[src/rtl/vmask_pkg.sv]
package vmask_pkg;
  typedef enum logic {
    MODE_PRED  = 1'b0,
    MODE_CARRY = 1'b1
  } mask_mode_e;

  typedef struct packed {
    logic vm;
    logic src;
  } mask_bit_t;
endpackage

[src/rtl/vmask_prefix.sv]
module vmask_prefix #(
  parameter int VLEN  = 64,
  parameter int CNT_W = $clog2(VLEN) + 1
) (
  input  logic [CNT_W-1:0] cnt,
  output logic [VLEN-1:0]  below,
  output logic             ok
);
  localparam logic [CNT_W-1:0] MAX_CNT = CNT_W'(VLEN);

  for (genvar i = 0; i < VLEN; i++) begin : g_thermo
    assign below[i] = (CNT_W'(i) < cnt);
  end

  assign ok = (cnt != '0) && (cnt <= MAX_CNT);
endmodule

[src/rtl/vmask_read.sv]
module vmask_read
  import vmask_pkg::*;
#(
  parameter int VLEN = 64
) (
  input  mask_mode_e      mode,
  input  logic            vm,
  input  logic [VLEN-1:0] src,
  input  logic [VLEN-1:0] below,
  input  logic            ok,
  output logic [VLEN-1:0] en
);
  function automatic logic pick_bit(input mask_mode_e m, input mask_bit_t b);
    if (m == MODE_CARRY) return ~b.vm & b.src;
    else                 return b.vm | b.src;
  endfunction

  for (genvar i = 0; i < VLEN; i++) begin : g_bit
    mask_bit_t b;
    assign b.vm  = vm;
    assign b.src = src[i];
    assign en[i] = ok & below[i] & pick_bit(mode, b);
  end
endmodule

[src/rtl/vmask_merge.sv]
module vmask_merge #(
  parameter int VLEN  = 64,
  parameter int IDX_W = 5
) (
  input  logic             clk,
  input  logic             rst_n,
  input  logic             req,
  input  logic             ok,
  input  logic [VLEN-1:0]  below,
  input  logic [IDX_W-1:0] idx,
  input  logic [VLEN-1:0]  old_bits,
  input  logic [VLEN-1:0]  new_bits,
  output logic             wb_valid,
  output logic [IDX_W-1:0] wb_idx,
  output logic [VLEN-1:0]  wb_data
);
  function automatic logic [VLEN-1:0] splice(input logic [VLEN-1:0] keep_sel,
                                             input logic [VLEN-1:0] fresh,
                                             input logic [VLEN-1:0] prior);
    return (fresh & keep_sel) | (prior & ~keep_sel);
  endfunction

  logic            fire;
  logic [VLEN-1:0] merged;

  assign fire   = req & ok;
  assign merged = splice(below, new_bits, old_bits);

  always_ff @(posedge clk or negedge rst_n) begin
    if (!rst_n) begin
      wb_valid <= 1'b0;
      wb_idx   <= '0;
      wb_data  <= '0;
    end else begin
      wb_valid <= fire;
      if (fire) begin
        wb_idx  <= idx;
        wb_data <= merged;
      end
    end
  end


  fire_strobe_chk: assert property (@(posedge clk) disable iff (!rst_n)
    fire |=> wb_valid);

  blocked_wb_chk: assert property (@(posedge clk) disable iff (!rst_n)
    (req && !ok) |=> !wb_valid);
endmodule

[src/rtl/vmask_unit.sv]
module vmask_unit
  import vmask_pkg::*;
#(
  parameter int VLEN  = 64,
  parameter int IDX_W = 5,
  parameter int CNT_W = $clog2(VLEN) + 1
) (
  input  logic             clk,
  input  logic             rst_n,
  input  logic             rd_carry,
  input  logic             vm,
  input  logic [CNT_W-1:0] elem_cnt,
  input  logic [VLEN-1:0]  mask_reg,
  output logic [VLEN-1:0]  enable_o,
  output logic             cnt_err,
  input  logic             wr_req,
  input  logic [IDX_W-1:0] wr_idx,
  input  logic [VLEN-1:0]  wr_old,
  input  logic [VLEN-1:0]  wr_new,
  output logic             wb_valid,
  output logic [IDX_W-1:0] wb_idx,
  output logic [VLEN-1:0]  wb_data
);
  logic [VLEN-1:0] below;
  logic            cnt_ok;
  mask_mode_e      mode;

  assign mode    = mask_mode_e'(rd_carry);
  assign cnt_err = ~cnt_ok;

  vmask_prefix #(.VLEN(VLEN), .CNT_W(CNT_W)) u_prefix (
    .cnt   (elem_cnt),
    .below (below),
    .ok    (cnt_ok)
  );

  vmask_read #(.VLEN(VLEN)) u_read (
    .mode  (mode),
    .vm    (vm),
    .src   (mask_reg),
    .below (below),
    .ok    (cnt_ok),
    .en    (enable_o)
  );

  vmask_merge #(.VLEN(VLEN), .IDX_W(IDX_W)) u_merge (
    .clk      (clk),
    .rst_n    (rst_n),
    .req      (wr_req),
    .ok       (cnt_ok),
    .below    (below),
    .idx      (wr_idx),
    .old_bits (wr_old),
    .new_bits (wr_new),
    .wb_valid (wb_valid),
    .wb_idx   (wb_idx),
    .wb_data  (wb_data)
  );


  carry_vm_zero_chk: assert property (@(posedge clk) disable iff (!rst_n)
    (rd_carry && vm) |-> (enable_o == '0));

  pred_vm_full_chk: assert property (@(posedge clk) disable iff (!rst_n)
    (!rd_carry && vm && !cnt_err) |-> ($countones(enable_o) == int'(elem_cnt)));

  tail_off_chk: assert property (@(posedge clk) disable iff (!rst_n)
    ((enable_o >> elem_cnt) == '0));

  err_quiet_chk: assert property (@(posedge clk) disable iff (!rst_n)
    cnt_err |-> (enable_o == '0));

  tail_keep_chk: assert property (@(posedge clk) disable iff (!rst_n)
    (wr_req && !cnt_err) |=> (((wb_data ^ $past(wr_old)) >> $past(elem_cnt)) == '0));
endmodule

[config.mk]
export PLATFORM = sky130hd
export DESIGN_NAME = vmask_unit
export DESIGN_NICKNAME = d
export VERILOG_FILES = /design/src/rtl/vmask_pkg.sv /design/src/rtl/vmask_prefix.sv /design/src/rtl/vmask_read.sv /design/src/rtl/vmask_merge.sv /design/src/rtl/vmask_unit.sv
export SDC_FILE = /design/constraint.sdc
export NUM_CORES = 1
export LEC_CHECK = 0
export ABC_AREA = 1
export BUFFER_PORTS_ARGS = -buffer_cell sky130_fd_sc_hd__buf_2
export CORE_AREA = 2 2 135 137
export CTS_BUF_LIST = sky130_fd_sc_hd__clkbuf_8
export CTS_CLUSTER_DIAMETER = 120
export DETAILED_ROUTE_END_ITERATION = 16
export DIE_AREA = 0 0 137 139
export PLACE_DENSITY = 0.67
export SETUP_SLACK_MARGIN = 0.05
export SLEW_MARGIN = 20
export SYNTH_ARGS = -nofsm -noshare
export SYNTH_HDL_FRONTEND = slang
export SYNTH_SLANG_ARGS = --single-unit
[constraint.sdc]
create_clock -name clk -period 1.29 [get_ports clk]
set_input_delay 0 -clock clk [delete_from_list [all_inputs] [get_ports clk]]
set_output_delay 0 -clock clk [all_outputs]
set_load 0.01 [all_outputs]
== Yosys cells after proc, flatten, opt, wreduce, memory -nomap -nowiden ==
Cells that the tools add are included.

* Word-level logic and storage cells: 397
* Output and inout bits: 135
* Flip-flop bits (word level): 70
* Input port bits: 209

* Reductions and logical operators: 2
* Bitwise logic cells: 263
* Magnitude comparators: 65
* Multiplexer cells: 64

{| class="wikitable"
|+ Operator list
! operator !! number
|-
| < comparator 6 x 7 -> 1 bit (first input constant) || 32
|-
| bitwise AND 1 bit || 193
|-
| bitwise AND 64 bit || 2
|-
| < comparator 5 x 7 -> 1 bit (first input constant) || 16
|-
| two-way mux 1 bit || 64
|-
| inverter 64 bit || 1
|-
| bitwise OR 1 bit || 64
|-
| bitwise OR 64 bit || 1
|-
| < comparator 4 x 7 -> 1 bit (first input constant) || 8
|-
| < comparator 3 x 7 -> 1 bit (first input constant) || 4
|-
| < comparator 1 x 7 -> 1 bit (first input constant) || 2
|-
| < comparator 2 x 7 -> 1 bit (first input constant) || 2
|-
| <= comparator 7 bit (second input constant) || 1
|-
| nonzero test 7 bit || 1
|-
| inverter 1 bit || 2
|-
| logical AND 1 bit || 1
|}

== Depth between registers and ports, before layout ==
Gate-level depths: netlist (run 1).

* Word-level depth: 4
* Mapped depth: 12
* Gate-level depth less buffers: 9

== By module ==
Synthesis (run 1) repeated with hierarchy kept, for this count alone.

* Cell total of the unflattened synthesis: 885
* Area, all modules: 5133.7 um^2

{| class="wikitable"
|+ By module, submodules not included
! module !! cells each !! area an instance (um^2) !! sequential area each (um^2) !! times used
|-
| vmask_merge || 549 || 3595.9 || 1751.7 || 1
|-
| vmask_read || 213 || 973.4 || 0.0 || 1
|-
| vmask_prefix || 122 || 560.5 || 0.0 || 1
|-
| vmask_unit || 1 || 3.8 || 0.0 || 1
|}

== Worst setup path before layout (run 1) ==
OpenSTA, ideal clock, no wires.

* Kind: input -> output
* From: in elem_cnt[2]
* To: out enable_o[11]
* Buffers on the path: 3
* Setup slack: 0.096 ns
* Data required time: 1.290 ns
* Data arrival time: 1.194 ns
* Stages on the path: 12
* Cell sequence: buf_6 > nor2_8 > nand2_4 > inv_4 > nand2_2 > nand2_2 > nand2_2 > buf_6 > inv_2 > nand2_4 > buf_6 > nor2_1

* Word-level cells in the longest chain between the ends: 4
* Elaborated cells on any way between the ends: 6
* Those cells by class: order compare: 2; bitwise: 2; reduce/logical: 2

{| class="wikitable"
|+ Ends and longest elaborated chain
! element !! line !! source
|-
| start: declaration || vmask_unit.sv:12 || <nowiki>input logic [CNT_W-1:0] elem_cnt,</nowiki>
|-
| <= comparator 7 bit / nonzero test 7 bit (equally long branches) || vmask_prefix.sv:15 || <nowiki>assign ok = (cnt != '0) && (cnt <= MAX_CNT);</nowiki>
|-
| logical AND 1 bit || vmask_prefix.sv:15 ||
|-
| bitwise AND 1 bit (*) (2 in series) || vmask_read.sv:22 || <nowiki>assign en[i] = ok & below[i] & pick_bit(mode, b);</nowiki>
|-
| end: declaration || vmask_unit.sv:14 || <nowiki>output logic [VLEN-1:0] enable_o,</nowiki>
|}

Mark *: on every way between the ends. The rest lies on a longest branch, timed or not.

== Worst setup path in the final report (run 1) ==
* From: in elem_cnt[1]
* To: out enable_o[33]

Same word-level chain as after synthesis.

==> results_dict.tcl, run 1 <==
set metrics [dict create \
    status "completed" \
    fin_crit_sh 0.953 \
    cp-start-kind "primary input" \
    seq_area_sq_um 1750 \
    initial_utilization 0.279 \
    ys_types 26 \
    num_antenna_cells 0 \
    worst_clock_skew_ns 0 \
    drive_above_1_share 0.380 \
    syn_to_final_growth_pct 84.0 \
    power.net_switching_w 0.00266 \
    final_hold_viol_count 0 \
    syn_area_per_cell_sq_um 6.19 \
    seqPwrFrac 0.372 \
    maxSlewViolCount 0 \
    overflow 0 \
    cts_buffers 9 \
    tns_ns 0 \
    cts_max_level 3 \
    ir_drop_v 0.000411 \
    setup_viol 0 \
    leakage_nw 5.23 \
    cts_tree "done" \
    critical_path_arrival_ns 1.23 \
    nFillCells 1679 \
    globalplace.congestion 0.886 \
    clock_power_share 0.216 \
    crit_fanout 8 \
    vias 7410 \
    insertion_delay_ns 0.36 \
    routed_via_density 4.84 \
    cts_root_buf "clkbuf_8" \
    die_x_microns 137 \
    cts_buffer_depth 2 \
    dpl.cell_count 1397 \
    core_area_sq_um 17700 \
    hold_path_class "in -> reg" \
    design_area_sq_um 9060 \
    multi_input_area_sq_um 3030 \
    antenna_left 0 \
    die_h_microns 139 \
    synth_area_sq_um 4920 \
    dp_hpwl_microns 18900 \
    yosys_most_used_dff "dfrtp_1" \
    row_count 49 \
    io_buffers 343 \
    firstDrtPassIters 5 \
    rsz0062_at_grt "yes" \
    p_comb_frac 0.413 \
    grt_max_degree 65 \
    ys_warn_count 0 \
    holdWs_ns 0.00370 \
    drt-initial-drc-count 479 \
    syn_nets 1004 \
    final_cell_mix "nand2_1 (395), buf_2 (336), dlygate4sd3_1 (113), o21ai_0 (75), dfrtp_1 (70)" \
    slew_headroom 0.771 \
    synth_edf_count 0 \
    dieArea_sq_um 19000 \
    p_sw_frac 0.366 \
    remaining_drc_errors 0 \
    max_slew.worst_pin.slew_ns 0.340 \
    max_freq_mhz 814 \
    grt.total_usage 0.261 \
    ys_seq_area_frac 0.356 \
    synthCells 795 \
    antenna_found_initial 0 \
    ys_async_sr_fraction 1.00 \
    crit_path_end_kind "primary output" \
    synth-seq-cells 70 \
    fin_cells 1532 \
    cellPowerDensity_nw_per_um2 802 \
    fin_util 0.513 \
    fin_crit_ns 1.23 \
    grt_pass1_vias 6922 \
    wl_per_cell_microns 17.2 \
    mostFrequentLayoutCell "nand2_1" \
    critPathKind "in -> out" \
    nets 1509 \
    wl_microns 26300 \
    internal_power_w 0.00460 \
    placedInstanceArea_sq_um 7440 \
    cap_viol_max_count 0 \
    io_pins 344 \
    numClockSinks 70 \
    critPathRequiredTime_ns 1.29 \
    grt_pass1_wl_microns 37600 \
    clk_pin_slew_worst_paths_ns 0.07 \
]
==> critical path: stages <==
cell	delay (ns)
buf_8	0.11
nor2_8	0.12
nand2_4	0.06
inv_4	0.08
nand2_4	0.07
nand2_4	0.10
nand2_8	0.08
buf_12	0.16
buf_8	0.13
nor3_2	0.16
buf_2	0.15
==> registers in the layout, indices dropped and copies added, names as in the netlist <==
signal            count
u_merge.wb_data      64
u_merge.wb_idx        5
u_merge.wb_valid      1
==> synthesized netlist by cell type, types with 3 or more instances <==
library cell / number / share of area
nand2_4: 3 / 0.0069
o21ai_0: 77 / 0.078
nand3b_1: 7 / 0.011
nor2_2: 9 / 0.011
nand3_1: 66 / 0.067
inv_1: 28 / 0.021
buf_4: 5 / 0.0076
buf_6: 3 / 0.0069
nor3_1: 41 / 0.042
o211ai_1: 5 / 0.0076
inv_2: 3 / 0.0023
buf_2: 16 / 0.016
nand2_1: 405 / 0.31
nor2_1: 25 / 0.019
nand2_2: 5 / 0.0064
clkbuf_1: 16 / 0.012
dfrtp_1: 70 / 0.36
==> worst paths after layout <==
| path | startpoint | to | slack (ns) | cells past startpoint |
|---|---|---|---|---|
| worst max register to register | u_merge.wb_data[29] | u_merge.wb_data[29] | 0.62 | 2 |
| worst max-delay path | elem_cnt[1] | enable_o[33] | 0.06 | 11 |
| min in group asynchronous | rst_n | u_merge.wb_idx[0] | 0.11 | 2 |
| max in group asynchronous | rst_n | u_merge.wb_data[8] | 0.65 | 3 |
| worst min-delay path | wr_old[7] | u_merge.wb_data[7] | 0.004 | 5 |
| worst min register to register | u_merge.wb_data[33] | u_merge.wb_data[33] | 0.48 | 2 |
==> metrics by stage <==
stage,total power [W],setup WS [ns]
4_1_cts,0.00719,0.0383
2_1_floorplan,0.00389,0.0962
5_1_grt,0.00772,-0.00144
6_report,0.00726,0.0611
3_3_place_gp,0.00527,-0.0856
3_5_place_dp,0.00530,-0.0770
==> power by group through the flow <==
stage	Combinational [W]	Sequential, W	Clock, W
floorplan	0.00102	0.00287	0
global route	0.00326	0.00273	0.00172
global placement	0.00255	0.00273	0
CTS	0.00287	0.00270	0.00163
detailed placement	0.00257	0.00273	0
finish	0.00300	0.00270	0.00157
==> logic make-up (layout without fill, tap and decap cells) <==
logic type / count (synthesis) / after routing / share of synthesized area
buf+inv: 75 / 583 / 0.0707
compound gates: 83 / 83 / 0.0877
mux: 2 / 2 / 0.00407
flops: 70 / 70 / 0.356
simple gates: 565 / 565 / 0.482
==> layer usage <==
| layer | vias to the layer above | GRT usage | wire length [microns] |
|---|---|---|---|
| met5 | - | 0 | 0 |
| met4 | 0 | 0.123 | 1090 |
| met3 | 70 | 0.0450 | 1840 |
| met2 | 369 | 0.433 | 12600 |
| met1 | 3415 | 0.325 | 10800 |
| li1 | 3556 | - | - |
==> timing repair <==
action	4_1_cts	5_1_grt
hold endpoints to repair	136	0
buffers inserted	0	7
hold buffers	113	0
setup endpoints to repair	40	62
gates resized for setup	11	56
pin swaps	0	11
gates cloned	0	1
==> layout make-up <==
type                    count  area share
repair buffers            535       0.409
multi-input cells         650       0.334
flip-flops and latches     70       0.193
well taps                 229      0.0316
clock buffers              10      0.0152
inverters                  34      0.0151
clock inverters             4     0.00193
Note: power is estimated with default switching activity, not from simulation.
==> run 2: changes to the inputs <==
--- a/config.mk
+++ b/config.mk
@@ -5,13 +5,12 @@
 export SDC_FILE = /design/constraint.sdc
 export NUM_CORES = 1
 export LEC_CHECK = 0
-export ABC_AREA = 1
 export BUFFER_PORTS_ARGS = -buffer_cell sky130_fd_sc_hd__buf_2
-export CORE_AREA = 2 2 135 137
+export CORE_AREA = 2 2 134 136
 export CTS_BUF_LIST = sky130_fd_sc_hd__clkbuf_8
 export CTS_CLUSTER_DIAMETER = 120
 export DETAILED_ROUTE_END_ITERATION = 16
-export DIE_AREA = 0 0 137 139
+export DIE_AREA = 0 0 136 138
 export PLACE_DENSITY = 0.67
 export SETUP_SLACK_MARGIN = 0.05
 export SLEW_MARGIN = 20
==> run 2 against run 1 <==
Effect of this change:
- routed wire length grew 7.2%
- clock power up 30%
- design area up 17%
- via count is 9.4% lower
- largest cell class unchanged
- area after synthesis down 2.4%
- sequential share of layout area down 2.8 points
- worst hold slack better by 0.014 ns
- the flow now finishes with violations (setup timing)
- critical path depth did not move
- register-to-register slack lost 0.15 ns
- clock skew did not move
- final cell count shrank 13%
- maximum frequency down 27%
==> results_dict.tcl, run 2 <==
set metrics [dict create \
    status "finished, violations left" \
    violations "setup timing" \
    holdWs_ns 0.0175 \
    use_met1 0.351 \
    die_h_microns 138 \
    fin_ws_ns -0.397 \
    clk_pin_slew_worst_paths_ns 0.07 \
    nets 1315 \
    setup_viol 134 \
    syn_to_final_growth_pct 121 \
    leakage_nw 5.03 \
    seqPwrFrac 0.323 \
    power_w 0.00871 \
    final_cell_mix "buf_2 (334), buf_4 (131), dlygate4sd3_1 (121), dfrtp_1 (70), nor2_1 (64)" \
    clock_power_share 0.234 \
    cts_buffer_depth 2 \
    io_buffers 342 \
    cp-start-kind "primary input" \
    rsz0062_at_grt "yes" \
    cts_buffers 9 \
    cts_root_buf "clkbuf_8" \
    ys_seq_area_frac 0.365 \
    grt.total_usage 0.284 \
    core_area_sq_um 17500 \
    dieArea_sq_um 18800 \
    syn_nets 724 \
    cellPowerDensity_nw_per_um2 821 \
    cts_tree "done" \
    slew_headroom 0.546 \
    internal_power_w 0.00578 \
    grtUsageMet3 0.0477 \
    cts_max_level 3 \
    synthCells 515 \
    top_regs "u_merge.wb_data: 64 flops, u_merge.wb_idx: 5 flops, u_merge.wb_valid: 1 flops" \
    synth-seq-cells 70 \
    grt_max_degree 35 \
    num_antenna_cells 0 \
    wl_microns 28200 \
    vias 6712 \
    die_x_microns 136 \
    preCtsSetupSlack_ns -0.609 \
    max_slew.worst_pin.slew_ns 0.681 \
    fin_crit_sh 1.31 \
    design_area_sq_um 10600 \
    dp_hpwl_microns 18600 \
    regMostFlops "u_merge.wb_data" \
    ys_types 34 \
    synth_most_common_cell "dfrtp_1" \
    ys_warn_count 0 \
    overflow 0 \
    wl_per_cell_microns 21.0 \
    largest_register_ffs 64 \
    globalRouteMet2Util 0.498 \
    crit_path_end_kind "primary output" \
    synth_area_sq_um 4800 \
    tns_ns -37.37 \
    grt_pass1_wl_microns 40300 \
    synthTopCellsByArea "dfrtp_1 (36%), mux2_4 (11%), mux2_2 (8.4%), nor2_1 (5.3%), mux2i_1 (4.8%)" \
    top_usage_layer "met2" \
    yosysTopAreaCell "dfrtp_1" \
    antenna_found_initial 0 \
    hold_path_class "in -> reg" \
    critPathRequiredTime_ns 1.29 \
    yosys_most_used_dff "dfrtp_1" \
    power.net_switching_w 0.00293 \
    drt-initial-drc-count 315 \
    routed_via_density 5.01 \
    drive_above_1_share 0.636 \
    critical_path_arrival_ns 1.69 \
    final_hold_viol_count 0 \
    globalplace.congestion 0.862 \
    mostFrequentLayoutCell "buf_2" \
    initial_utilization 0.274 \
    remaining_drc_errors 0 \
    cap_viol_max_count 0 \
    critPathKind "in -> out" \
    p_sw_frac 0.337 \
    grt_pass1_vias 7111 \
    maxSlewViolCount 0 \
    ir_drop_v 0.000454 \
    insertion_delay_ns 0.36 \
    ys_async_sr_fraction 1.00 \
    io_pins 344 \
    row_count 49 \
    crit_fanout 8 \
    synth_top_area_share 0.365 \
    syn_area_per_cell_sq_um 9.33 \
    firstDrtPassIters 4 \
    antenna_left 0 \
    synth_edf_count 0 \
    synth_common_cells "dfrtp_1 (70), nor2_1 (68), nor3_1 (41), clkbuf_1 (40)" \
    placedInstanceArea_sq_um 7950 \
    max_freq_mhz 593 \
    fin_crit_ns 1.69 \
    p_comb_frac 0.443 \
    numClockSinks 70 \
    worst_clock_skew_ns 0 \
]
[run 2: cell types whose count changed in the layout (fill, tap and decap cells not counted), moves of 33 or more]
cell	change
buf_4	+73
nor2_1	+41
o21ai_0	-43
nand3_1	-57
mux2_2	+33
nand2_1	-384
mux2_4	+39
[run 2: area by class of cell]
class / count / area [sq um]
clock buffer: 10 / 138
clock inverter: 6 / 85.1
fill: 1410 / 6920
inverter: 2 / 7.51
multi-input combinational: 389 / 3590
sequential: 70 / 1750
tap: 229 / 287
timing repair buffer: 634 / 4760
[run 2: critical path, cell delays in order]
cell	delay, ns
buf_8	0.10
or3_4	0.40
buf_6	0.13
o21ai_4	0.17
buf_6	0.13
nand3_4	0.07
buf_12	0.16
buf_12	0.13
clkbuf_16	0.14
nor2_1	0.11
buf_2	0.14
[run 2: stage by stage]
step	instances	utilization
finish	1340	0.605
CTS	1336	0.587
global route	1340	0.605
floorplan	515	-
detailed placement	1173	0.453
global placement	1173	0.453
[run 2: cells by family after synthesis]
| group | after synthesis | synth area share |
|---|---|---|
| AO/OA/AOI/OAI | 149 | 0.196 |
| buffers and inverters | 56 | 0.0568 |
| flip-flops | 70 | 0.365 |
| multiplexers | 95 | 0.245 |
| AND/OR/NAND/NOR | 145 | 0.138 |
[run 2: worst paths after layout]
check                      cells after the start             endpoint          startpoint  slack [ns]
hold reg to reg                                1   u_merge.wb_data[9]  u_merge.wb_data[9]        0.52
hold / removal                                 3  u_merge.wb_data[38]          wr_old[38]        0.02
max in group asynchronous                      3  u_merge.wb_data[31]               rst_n        0.63
min in group asynchronous                      2   u_merge.wb_data[6]               rst_n        0.11
setup / recovery                              11          enable_o[3]         elem_cnt[4]       -0.40
setup reg to reg                               2   u_merge.wb_data[6]  u_merge.wb_data[6]        0.47
[run 2: per-layer routing]
layer	routed length (microns)	part of all wire
met1	11700	0.41
met2	14200	0.50
met3	1430	0.051
met4	873	0.031
met5	0	0
[run 2: power by group through the flow]
stage / sequential (W) / combinational [W] / clock, W
6_report: 0.00282 / 0.00386 / 0.00204
5_1_grt: 0.00285 / 0.00408 / 0.00216
4_1_cts: 0.00279 / 0.00365 / 0.00207
3_5_place_dp: 0.00278 / 0.00303 / 0
3_3_place_gp: 0.00278 / 0.00297 / 0
2_1_floorplan: 0.00295 / 0.00131 / 0
[run 2: what timing repair did]
| item | CTS | global route |
|---|---|---|
| pin swaps | 13 | 34 |
| gates cloned | 10 | 5 |
| setup endpoints to repair | 134 | 135 |
| buffers inserted | 16 | 9 |
| hold buffers | 121 | 0 |
| hold endpoints to repair | 136 | 0 |
| resized for setup | 87 | 57 |
